$ cat src/rtl/bankmap_pkg.sv
package bankmap_pkg;

  localparam int CPU_ADDR_W = 16;

  typedef enum logic [1:0] {
    OP_NONE = 2'd0,
    OP_SEL  = 2'd1,
    OP_DATA = 2'd2,
    OP_MIRR = 2'd3
  } reg_op_e;

  localparam logic [CPU_ADDR_W-1:0] DEC_MASK = 16'hE001;
  localparam logic [CPU_ADDR_W-1:0] DEC_SEL  = 16'h8000;
  localparam logic [CPU_ADDR_W-1:0] DEC_DATA = 16'h8001;
  localparam logic [CPU_ADDR_W-1:0] DEC_MIRR = 16'hA000;

  // Mode bit positions inside the select register
  localparam int MODE_PAT_FULL = 5;
  localparam int MODE_PRG_SWAP = 6;
  localparam int MODE_PAT_INV  = 7;

  // Bank registers feeding the movable program windows
  localparam int PRG_REG_A = 6;
  localparam int PRG_REG_B = 7;
  localparam int PRG_REG_C = 15;

  function automatic reg_op_e decode_op(input logic wr,
                                        input logic [CPU_ADDR_W-1:0] addr);
    logic [CPU_ADDR_W-1:0] m;
    m = addr & DEC_MASK;
    if (!wr)                 return OP_NONE;
    else if (m == DEC_SEL)   return OP_SEL;
    else if (m == DEC_DATA)  return OP_DATA;
    else if (m == DEC_MIRR)  return OP_MIRR;
    else                     return OP_NONE;
  endfunction

endpackage

$ cat src/rtl/bankmap_regs.sv
module bankmap_regs
  import bankmap_pkg::*;
#(
  parameter int DATA_W   = 8,
  parameter int NUM_REGS = 16
) (
  input  logic                            clk,
  input  logic                            rst,
  input  logic [CPU_ADDR_W-1:0]           addr_i,
  input  logic                            wr_i,
  input  logic [DATA_W-1:0]               data_i,
  output logic [DATA_W-1:0]               sel_o,
  output logic [NUM_REGS-1:0][DATA_W-1:0] bank_o,
  output logic                            mirror_h_o
);
  localparam int IDX_W = $clog2(NUM_REGS);

  reg_op_e op;
  assign op = decode_op(wr_i, addr_i);

  always_ff @(posedge clk) begin
    if (rst) begin
      sel_o      <= '0;
      mirror_h_o <= 1'b0;
    end else begin
      if (op == OP_SEL)  sel_o      <= data_i;
      if (op == OP_MIRR) mirror_h_o <= data_i[0];
    end
  end

  // One write enable per bank register
  for (genvar g = 0; g < NUM_REGS; g++) begin : g_bank
    always_ff @(posedge clk) begin
      if (rst)
        bank_o[g] <= '0;
      else if (op == OP_DATA && sel_o[IDX_W-1:0] == IDX_W'(g))
        bank_o[g] <= data_i;
    end
  end

  a_r2_data_write: assert property (@(posedge clk) disable iff (rst)
    (wr_i && ((addr_i & DEC_MASK) == DEC_DATA))
      |=> bank_o[$past(sel_o[IDX_W-1:0])] == $past(data_i));

  a_r7_mirror_load: assert property (@(posedge clk) disable iff (rst)
    (wr_i && ((addr_i & DEC_MASK) == DEC_MIRR))
      |=> mirror_h_o == $past(data_i[0]));

  a_r8_sel_hold: assert property (@(posedge clk) disable iff (rst)
    !(wr_i && ((addr_i & DEC_MASK) == DEC_SEL)) |=> $stable(sel_o));

  a_r8_mirror_hold: assert property (@(posedge clk) disable iff (rst)
    !(wr_i && ((addr_i & DEC_MASK) == DEC_MIRR)) |=> $stable(mirror_h_o));

endmodule

$ cat src/rtl/bankmap_prg_xlat.sv
module bankmap_prg_xlat
  import bankmap_pkg::*;
#(
  parameter int DATA_W   = 8,
  parameter int NUM_REGS = 16,
  parameter int OFS_W    = 13
) (
  input  logic                            clk,
  input  logic                            rst,
  input  logic [CPU_ADDR_W-1:0]           addr_i,
  input  logic [DATA_W-1:0]               sel_i,
  input  logic [NUM_REGS-1:0][DATA_W-1:0] bank_i,
  output logic [DATA_W+OFS_W-1:0]         phys_o
);
  localparam logic [DATA_W-1:0] LAST_BANK = '1;

  logic [1:0]        win;
  logic [DATA_W-1:0] bank_sel;
  logic              swap;

  assign win  = addr_i[OFS_W+1:OFS_W];
  assign swap = sel_i[MODE_PRG_SWAP];

  always_comb begin
    unique case (win)
      2'd0:    bank_sel = swap ? bank_i[PRG_REG_C] : bank_i[PRG_REG_A];
      2'd1:    bank_sel = swap ? bank_i[PRG_REG_A] : bank_i[PRG_REG_B];
      2'd2:    bank_sel = swap ? bank_i[PRG_REG_B] : bank_i[PRG_REG_C];
      default: bank_sel = LAST_BANK;
    endcase
  end

  always_ff @(posedge clk) begin
    if (rst) phys_o <= '0;
    else     phys_o <= {bank_sel, addr_i[OFS_W-1:0]};
  end

  a_r4_last_window: assert property (@(posedge clk) disable iff (rst)
    (addr_i[OFS_W+1:OFS_W] == 2'd3) |=> phys_o[DATA_W+OFS_W-1:OFS_W] == LAST_BANK);

  a_r9_prg_offset: assert property (@(posedge clk) disable iff (rst)
    1'b1 |=> phys_o[OFS_W-1:0] == $past(addr_i[OFS_W-1:0]));

endmodule

$ cat src/rtl/bankmap_pat_xlat.sv
module bankmap_pat_xlat
  import bankmap_pkg::*;
#(
  parameter int DATA_W   = 8,
  parameter int NUM_REGS = 16,
  parameter int OFS_W    = 10,
  parameter int WIN_W    = 3
) (
  input  logic                            clk,
  input  logic                            rst,
  input  logic [WIN_W+OFS_W-1:0]          addr_i,
  input  logic [DATA_W-1:0]               sel_i,
  input  logic [NUM_REGS-1:0][DATA_W-1:0] bank_i,
  output logic [DATA_W+OFS_W-1:0]         phys_o
);
  localparam int NUM_WIN  = 1 << WIN_W;
  localparam int HALF_WIN = NUM_WIN / 2;

  logic [DATA_W-1:0] logical_bank [NUM_WIN];
  logic [WIN_W-1:0]  phys_win, log_win;
  logic              full_mode;

  assign full_mode = sel_i[MODE_PAT_FULL];
  assign phys_win  = addr_i[WIN_W+OFS_W-1:OFS_W];
  assign log_win   = phys_win ^ {sel_i[MODE_PAT_INV], {(WIN_W-1){1'b0}}};

  // Bank for each logical window: odd lower windows are the pair halves
  for (genvar k = 0; k < NUM_WIN; k++) begin : g_win
    if (k < HALF_WIN && (k % 2) == 1) begin : g_pair
      assign logical_bank[k] = full_mode ? bank_i[8 + k/2]
                                         : bank_i[k/2] + DATA_W'(1);
    end else if (k < HALF_WIN) begin : g_low
      assign logical_bank[k] = bank_i[k/2];
    end else begin : g_high
      assign logical_bank[k] = bank_i[k - 2];
    end
  end

  always_ff @(posedge clk) begin
    if (rst) phys_o <= '0;
    else     phys_o <= {logical_bank[log_win], addr_i[OFS_W-1:0]};
  end

  a_r9_pat_offset: assert property (@(posedge clk) disable iff (rst)
    1'b1 |=> phys_o[OFS_W-1:0] == $past(addr_i[OFS_W-1:0]));

  a_r6_even_low_window: assert property (@(posedge clk) disable iff (rst)
    (addr_i[WIN_W+OFS_W-1:OFS_W] == '0 && !sel_i[MODE_PAT_INV])
      |=> phys_o[DATA_W+OFS_W-1:OFS_W] == $past(bank_i[0]));

endmodule

$ cat src/rtl/bankmap_top.sv
module bankmap_top
  import bankmap_pkg::*;
#(
  parameter int DATA_W     = 8,
  parameter int NUM_REGS   = 16,
  parameter int PRG_OFS_W  = 13,
  parameter int PAT_OFS_W  = 10,
  parameter int PAT_WIN_W  = 3
) (
  input  logic                            clk,
  input  logic                            rst,
  input  logic [15:0]                     cpu_addr_i,
  input  logic                            cpu_wr_i,
  input  logic [DATA_W-1:0]               cpu_data_i,
  input  logic [PAT_WIN_W+PAT_OFS_W-1:0]  pat_addr_i,
  output logic [DATA_W+PRG_OFS_W-1:0]     prg_phys_o,
  output logic [DATA_W+PAT_OFS_W-1:0]     pat_phys_o,
  output logic                            mirror_h_o
);
  logic [DATA_W-1:0]               sel;
  logic [NUM_REGS-1:0][DATA_W-1:0] bank;

  bankmap_regs #(.DATA_W(DATA_W), .NUM_REGS(NUM_REGS)) regs_i (
    .clk        (clk),
    .rst        (rst),
    .addr_i     (cpu_addr_i),
    .wr_i       (cpu_wr_i),
    .data_i     (cpu_data_i),
    .sel_o      (sel),
    .bank_o     (bank),
    .mirror_h_o (mirror_h_o)
  );

  bankmap_prg_xlat #(.DATA_W(DATA_W), .NUM_REGS(NUM_REGS), .OFS_W(PRG_OFS_W)) prg_i (
    .clk    (clk),
    .rst    (rst),
    .addr_i (cpu_addr_i),
    .sel_i  (sel),
    .bank_i (bank),
    .phys_o (prg_phys_o)
  );

  bankmap_pat_xlat #(.DATA_W(DATA_W), .NUM_REGS(NUM_REGS), .OFS_W(PAT_OFS_W),
                     .WIN_W(PAT_WIN_W)) pat_i (
    .clk    (clk),
    .rst    (rst),
    .addr_i (pat_addr_i),
    .sel_i  (sel),
    .bank_i (bank),
    .phys_o (pat_phys_o)
  );

endmodule

$ cat config.mk
export PLATFORM = sky130hd
export DESIGN_NAME = bankmap_top
export DESIGN_NICKNAME = d
export VERILOG_FILES = /design/src/rtl/bankmap_pkg.sv /design/src/rtl/bankmap_regs.sv /design/src/rtl/bankmap_prg_xlat.sv /design/src/rtl/bankmap_pat_xlat.sv /design/src/rtl/bankmap_top.sv
export SDC_FILE = /design/constraint.sdc
export NUM_CORES = 1
export LEC_CHECK = 0
export BUFFER_PORTS_ARGS = -buffer_cell sky130_fd_sc_hd__buf_4
export CORE_UTILIZATION = 30
export DETAILED_ROUTE_END_ITERATION = 10
export GPL_ROUTABILITY_DRIVEN = 0
export PLACE_DENSITY_LB_ADDON = 0.2
export SYNTH_ARGS = -nofsm -noshare
export SYNTH_HDL_FRONTEND = slang
export SYNTH_SLANG_ARGS = --single-unit
$ cat constraint.sdc
create_clock -name clk -period 4.67 [get_ports clk]
set_input_delay 0 -clock clk [delete_from_list [all_inputs] [get_ports clk]]
set_output_delay 0 -clock clk [all_outputs]
set_load 0.005 [all_outputs]
==> results.md, run 1 <==
* Gr ovfl total at 0
* Die outline height at around 140 um
* Core Region at between 15000 and 20000 um2
* Die Wd at around 140 um
* Count of cell types in the netlist at 58
* IO Port Bufs at 79
* Gate power share at 0.068
* Final HPWL DP at 10600 um
* Drt total wl at between 15000 and 20000 um
* Max VDD drop at 255 uV
* I/O pin cnt at 80
* CP peak stage delay at between 0.8 and 0.9 ns
* Clk pwr share at 0.490
* Ys flop type: dfxtp_1
* Fillcell total at approximately 2000
* Total power at 2.67 mW
* Clock transition at the registers of the reported paths at roughly 0.06 ns
* CTS sink count at about 140
* Post-synth EDFFs at 0
* Post-CTS Setup Bufs at 0
* Initial Util at 0.308
* Max Fclk at ~0.46 GHz
* Fin cells at about 940
* Placed cell area at roughly 6700 um2
* Worst endpoint required time at between 5 and 6 ns
* Post-route clock period utilization at 0.463
* Sw power at about 0.63 mW
* Initial antenna violation count at 0
* WP data arrival at roughly 2.5 ns
* Max-Cap Viols at 0
* Setup WS pre-CTS at approximately 2.6 ns
* Final Util at 0.390
* Worst Path Buf+Inv at 1
* PwrDens at between 300 and 400 nW/um2
* CTS Buffer Depth at 2
* GRT Util Overall at 0.166
* WHS at ~0.050 ns
* Startpoint Class: register
* Yosys reg bits at approximately 140
* Routed wire per std cell at 17.2 um
* Num CTS Buffers at 17
* Storage cell area at approximately 2700 um2
* Final slew viol count at 0
* Setup Viol. Count Final at 0
* Inst Count DP at about 880
* First-pass GRT wire length at 25400 um
* Syn_nets at 623
* Int Pwr at around 2.0 mW
* Row cnt at slightly above 50
* Post-Syn Area at approximately 6000 um2
* Worst Max-Slew Pin Slew at between 0.9 and 1 ns
* Seq/Total Area, Yosys at 0.450
* Post-DR vias/cell at about 4.9
* CTS tree: built
* Setup TNS at 0 ns
* DRT Pass-1 Iters at 5
* Setup WS post-layout at approximately 2.5 ns
* Ys Warns at 0
* CP top delay family: flip-flops
* Top fanout value on the critical path at 27
* Clock skew at about 0.011 ns
* Clock Latency Late Sink at roughly 0.42 ns
* DRC viols at 0
* Root buf cell: clkbuf_16
* Synth Instances at 581
* RSZ-0062 raised after global routing: no
* Pin count of the biggest net entering global routing at 102
* Cells along the critical path: inv_1 > mux2i_1 > a2111oi_0 > a211o_1
* Net Sw Frac at 0.238
* Static Leak at ~3.4 nW
* Detailed Route Iter0 Violations at 193
* Syn-to-layout area delta at 26.7%
* NumNets Final at 707
* Type of element capturing the critical path: register
* Synth Area per Inst at 10.3 um2
* Rel. slew slack at 0.371
* Ant. Diodes at 0
* Multi-input logic area at 3050 um2
* Setup CP Type: register to register
* Final hold vios at 0
* Sequential share of power at 0.442
* Critical-path top delay cell: dfxtp_1
* Die area at between 20000 and 25000 um2
* Vias in the first global route at about 4500
* H-tree depth at 4
* Post-route ant nets at 0
* Crit path time final at ~2.2 ns
* Outcome: finished, final reports clean
* Worst Hold Class: input pin to register
* Layout cells sized above 1 at 0.195
* Post-route cell area at 7610 um2
* Ys async rst share at 0
* Vias post-DR at about 4600
==> metal layers <==
metal	wire (um)	GRT usage	vias to the layer above
met2	7580	0.263	98
met4	311	0.0677	0
met3	533	0.0277	23
met5	0	0	-
met1	7760	0.223	2233
li1	-	-	2224
==> sequential cells by signal (all words and copies together) (netlist names) <==
name               cells
pat_i.phys_o          18
regs_i.bank_o         88
regs_i.mirror_h_o      1
prg_i.phys_o          21
regs_i.sel_o           7
==> power by group through the flow <==
| stage | clock [mW] | sequential [mW] | combinational, mW |
|---|---|---|---|
| final | 1.31 | 1.18 | 0.182 |
| after global routing | 1.39 | 1.18 | 0.197 |
| after CTS | 1.34 | 1.18 | 0.183 |
| after detailed placement | 0 | 1.20 | 0.160 |
| after global placement | 0 | 1.20 | 0.159 |
| after floorplan | 0 | 1.20 | 0.0818 |
==> path summary, 6_finish.rpt <==
check,end,cells after the start,start,slack [ns]
worst max-delay path,pat_i.phys_o[14],4,regs_i.sel_o[5],2.51
worst min-delay path,regs_i.mirror_h_o,5,cpu_wr_i,0.05
worst max register to register,pat_i.phys_o[14],4,regs_i.sel_o[5],2.51
worst min register to register,regs_i.bank_o[27],2,regs_i.bank_o[27],0.48
==> layout by cell type (no fill, tap or decap), types with 17 or more instances in the layout <==
master,count
dfxtp_1,135
nand2b_1,76
buf_4,80
nor2_1,42
clkbuf_16,17
nor2b_1,27
mux2i_1,110
dlygate4sd3_1,32
==> cell type report <==
type / count / share of cell area
clock inverters: 12 / 0.0156
clock buffers: 20 / 0.0600
flip-flops and latches: 135 / 0.355
inverters: 7 / 0.00345
well taps: 265 / 0.0436
repair buffers: 112 / 0.121
multi-input cells: 392 / 0.401
==> worst register-to-register path, cell delays in order, from the launching register on <==
cell and delay (ns):
dfxtp_1 0.89, inv_1 0.35, mux2i_1 0.19, a2111oi_0 0.50
a211o_1 0.17
==> synth_stat cells, types with 2 or more instances <==
master / n / area (um2)
nor2b_1: 27 / 169
buf_6: 2 / 22.5
a31oi_1: 2 / 12.5
nand4_1: 8 / 50.1
nand3_2: 2 / 20.0
nor3b_1: 2 / 15.0
nand2b_1: 76 / 475
a221oi_1: 7 / 61.3
nand2_1: 9 / 33.8
nand2_2: 2 / 12.5
nand3_1: 3 / 15.0
inv_1: 6 / 22.5
or3_1: 9 / 56.3
o211ai_1: 3 / 22.5
nor2_1: 42 / 158
o21a_1: 3 / 22.5
and2_1: 2 / 12.5
buf_1: 10 / 37.5
nor3_1: 2 / 10.0
ha_1: 2 / 25.0
mux2i_1: 110 / 1100
buf_2: 15 / 75.1
a22o_1: 3 / 26.3
xnor2_1: 2 / 17.5
and3b_1: 3 / 26.3
nand4b_1: 2 / 17.5
a21oi_1: 9 / 45.0
mux4_2: 9 / 203
o21ai_0: 9 / 45.0
a31o_2: 2 / 17.5
o221ai_1: 7 / 61.3
nand3b_1: 4 / 30.0
dfxtp_1: 135 / 2700
buf_4: 4 / 30.0
or4_1: 3 / 22.5
and3_1: 5 / 31.3
and4bb_4: 2 / 32.5
a32oi_1: 3 / 26.3
clkbuf_1: 16 / 60.1
==> kinds of logic after synthesis <==
family / after synthesis / share of synthesized area
and+or+nand+nor: 209 / 0.209
DFF: 135 / 0.450
muxes: 119 / 0.217
AOI/OAI and AO/OA: 59 / 0.0735
buffers and inverters: 54 / 0.0419
xor gates and xnor gates: 3 / 0.00437
adders and majority gates: 2 / 0.00417
==> what timing repair did <==
item	4_1_cts	5_1_grt
hold endpoints to repair	59	0
hold buffers	32	0
gates resized for setup	0	0
No activity file was read; power rests on OpenSTA's default activity.
==> inputs of run 2 (changes only) <==
==> constraint.sdc (replaced) <==
create_clock -name clk -period 2.2 [get_ports clk]
set_input_delay 0 -clock clk [delete_from_list [all_inputs] [get_ports clk]]
set_output_delay 0 -clock clk [all_outputs]
set_load 0.005 [all_outputs]
==> results.md, run 2 (synthesized netlist as in run 1, its figures left out) <==
* Max Fclk at 0.560 GHz (+21%)
* R2R Setup Slk at 0.41 ns (-2.10 ns)
* Routed wire per std cell at 17.4 um (+1.6%)
* Die area at 20600 um2 (unchanged)
* Crit path time final at 1.79 ns (-0.375 ns)
* CTS sink count at 135 (unchanged)
* Initial antenna violation count at 0 (unchanged)
* Type of element capturing the critical path: register
* FF-to-FF Start: regs_i.sel_o[7]
* Gr ovfl total at 0 (unchanged)
* Setup CP Type: register to register
* Ant. Diodes at 0 (unchanged)
* NumNets Final at 716 (+1.3%)
* Largest reg by FF count: regs_i.bank_o
* Die outline height at 144 um (unchanged)
* DRC viols at 0 (unchanged)
* Num CTS Buffers at 17 (unchanged)
* Worst endpoint required time at 2.47 ns (-2.57 ns)
* DRT Pass-1 Iters at 5 (unchanged)
* Setup WS post-layout at 0.414 ns (-2.10 ns)
* Setup Viol. Count Final at 0 (unchanged)
* Post-CTS Setup Bufs at 0 (unchanged)
* Max VDD drop at 464 uV (+82%)
* Drt total wl at 16600 um (+2.4%)
* Setup WS pre-CTS at 0.504 ns (-2.11 ns)
* Worst r2r path cells at 4 (unchanged)
* Syn-to-layout area delta at 28.4%
* H-tree depth at 4 (unchanged)
* Post-route clock period utilization at 0.812 (+0.349)
* Top fanout value on the critical path at 7 (-74%)
* Clock skew at 0.00894 ns (-0.00185 ns)
* Detailed Route Iter0 Violations at 252 (+31%)
* WP data arrival at 2.06 ns (-0.47 ns)
* PwrDens at 759 nW/um2 (+120%)
* Final slew viol count at 0 (unchanged)
* Biggest regs: regs_i.bank_o: 88 flops, prg_i.phys_o: 21 flops, pat_i.phys_o: 18 flops
* Setup TNS at 0 ns (unchanged)
* Root buf cell: clkbuf_16
* Most common cell after layout, fill and taps aside: dfxtp_1
* Vias post-DR at 4671 (+2.0%)
* Post-DR vias/cell at 4.91 (+1.2%)
* Worst Max-Slew Pin Slew at 0.795 ns (-0.148 ns)
* Core Region at 19500 um2 (unchanged)
* Outcome: finished, final reports clean
* Max FFs per register at 88 (unchanged)
* Die Wd at 144 um (unchanged)
* Initial Util at 0.308 (unchanged)
* Final HPWL DP at 11100 um (+4.8%)
* Max-Cap Viols at 0 (unchanged)
* First-pass GRT wire length at 25900 um (+2.3%)
* Pin count of the biggest net entering global routing at 86 (-16%)
* IO Port Bufs at 79 (unchanged)
* I/O pin cnt at 80 (unchanged)
* GRT Util Overall at 0.169 (+0.00329)
* Worst r2r dst: pat_i.phys_o[15]
* RSZ-0062 raised after global routing: no
* Startpoint Class: register
* Setup crit end: pat_i.phys_o[15]
* Clock transition at the registers of the reported paths at 0.07 ns (about the same)
* Layout cells sized above 1 at 0.206 (+0.0108)
* CTS Buffer Depth at 2 (unchanged)
* Crit path launch: regs_i.sel_o[7]
* Post-CTS resize count at 0 (unchanged)
* Final hold vios at 0 (unchanged)
* Rel. slew slack at 0.470 (+0.0989)
* Clock Latency Late Sink at 0.42 ns (about the same)
* Worst Hold Class: input pin to register
* Post-route ant nets at 0 (unchanged)
* Most frequent cells in the layout: dfxtp_1, mux2i_1, buf_4
* CTS tree: built
* Row cnt at 51 (unchanged)
* Static Leak at 3.51 nW (+1.9%)
* Vias in the first global route at 4629 (+3.3%)
==> run 2: worst min path at each step <==
stage                   startpoint                 to  slack [ns]  cells after the start
CTS                 pat_addr_i[12]   pat_i.phys_o[10]        0.05                      4
global route        pat_addr_i[12]   pat_i.phys_o[10]        0.08                      4
global placement     cpu_addr_i[8]    prg_i.phys_o[8]        0.21                      2
detailed placement   pat_addr_i[7]    pat_i.phys_o[7]        0.22                      2
floorplan            pat_addr_i[0]    pat_i.phys_o[0]        0.13                      1
finish                    cpu_wr_i  regs_i.mirror_h_o        0.05                      5
==> run 2: what timing repair did <==
item,4_1_cts,5_1_grt
endpoints found under the hold margin,58,0
setup endpoints to repair,0,0
hold buffers,32,0
==> run 2: layer usage <==
metal	vias up	part of all wire	track usage
met1	2303	0.46	0.222
met5	-	0	0
li1	2238	-	-
met2	108	0.47	0.270
met4	0	0.021	0.0588
met3	22	0.048	0.0400
==> run 2: where the power goes <==
group / internal, mW / total, mW / switching, mW
logic: 0.202 / 0.392 / 0.190
registers: 2.48 / 2.50 / 0.0165
clock network: 1.82 / 2.96 / 1.14
total: 4.51 / 5.86 / 1.35
==> run 2: final cells by class <==
cell class | count | area (um2)
fillers | 1941 | 11800
inverters | 7 | 26.3
clock inverters | 13 | 170
well taps | 265 | 332
clock buffers | 18 | 439
multi-input cells | 392 | 3050
flip-flops and latches | 135 | 2700
repair buffers | 121 | 988
==> run 2: critical path, cell delays in order, from the launching register on <==
cell and delay (ns):
dfxtp_1 0.39, xor2_1 0.53, nor3_1 0.26, a32oi_1 0.30, nand4_1 0.16
==> run 2: stage by stage <==
step / cells / cell area (um2) / hold WS, ns / power (mW) / utilization
floorplan: 581 / 6010 / 0.128 / 2.73 / -
global placement: 888 / 6780 / 0.211 / 2.90 / 0.347
detailed placement: 888 / 6780 / 0.217 / 2.90 / 0.347
CTS: 951 / 7710 / 0.0538 / 5.92 / 0.395
global route: 951 / 7710 / 0.0762 / 6.07 / 0.395
finish: 951 / 7710 / 0.0529 / 5.86 / 0.395
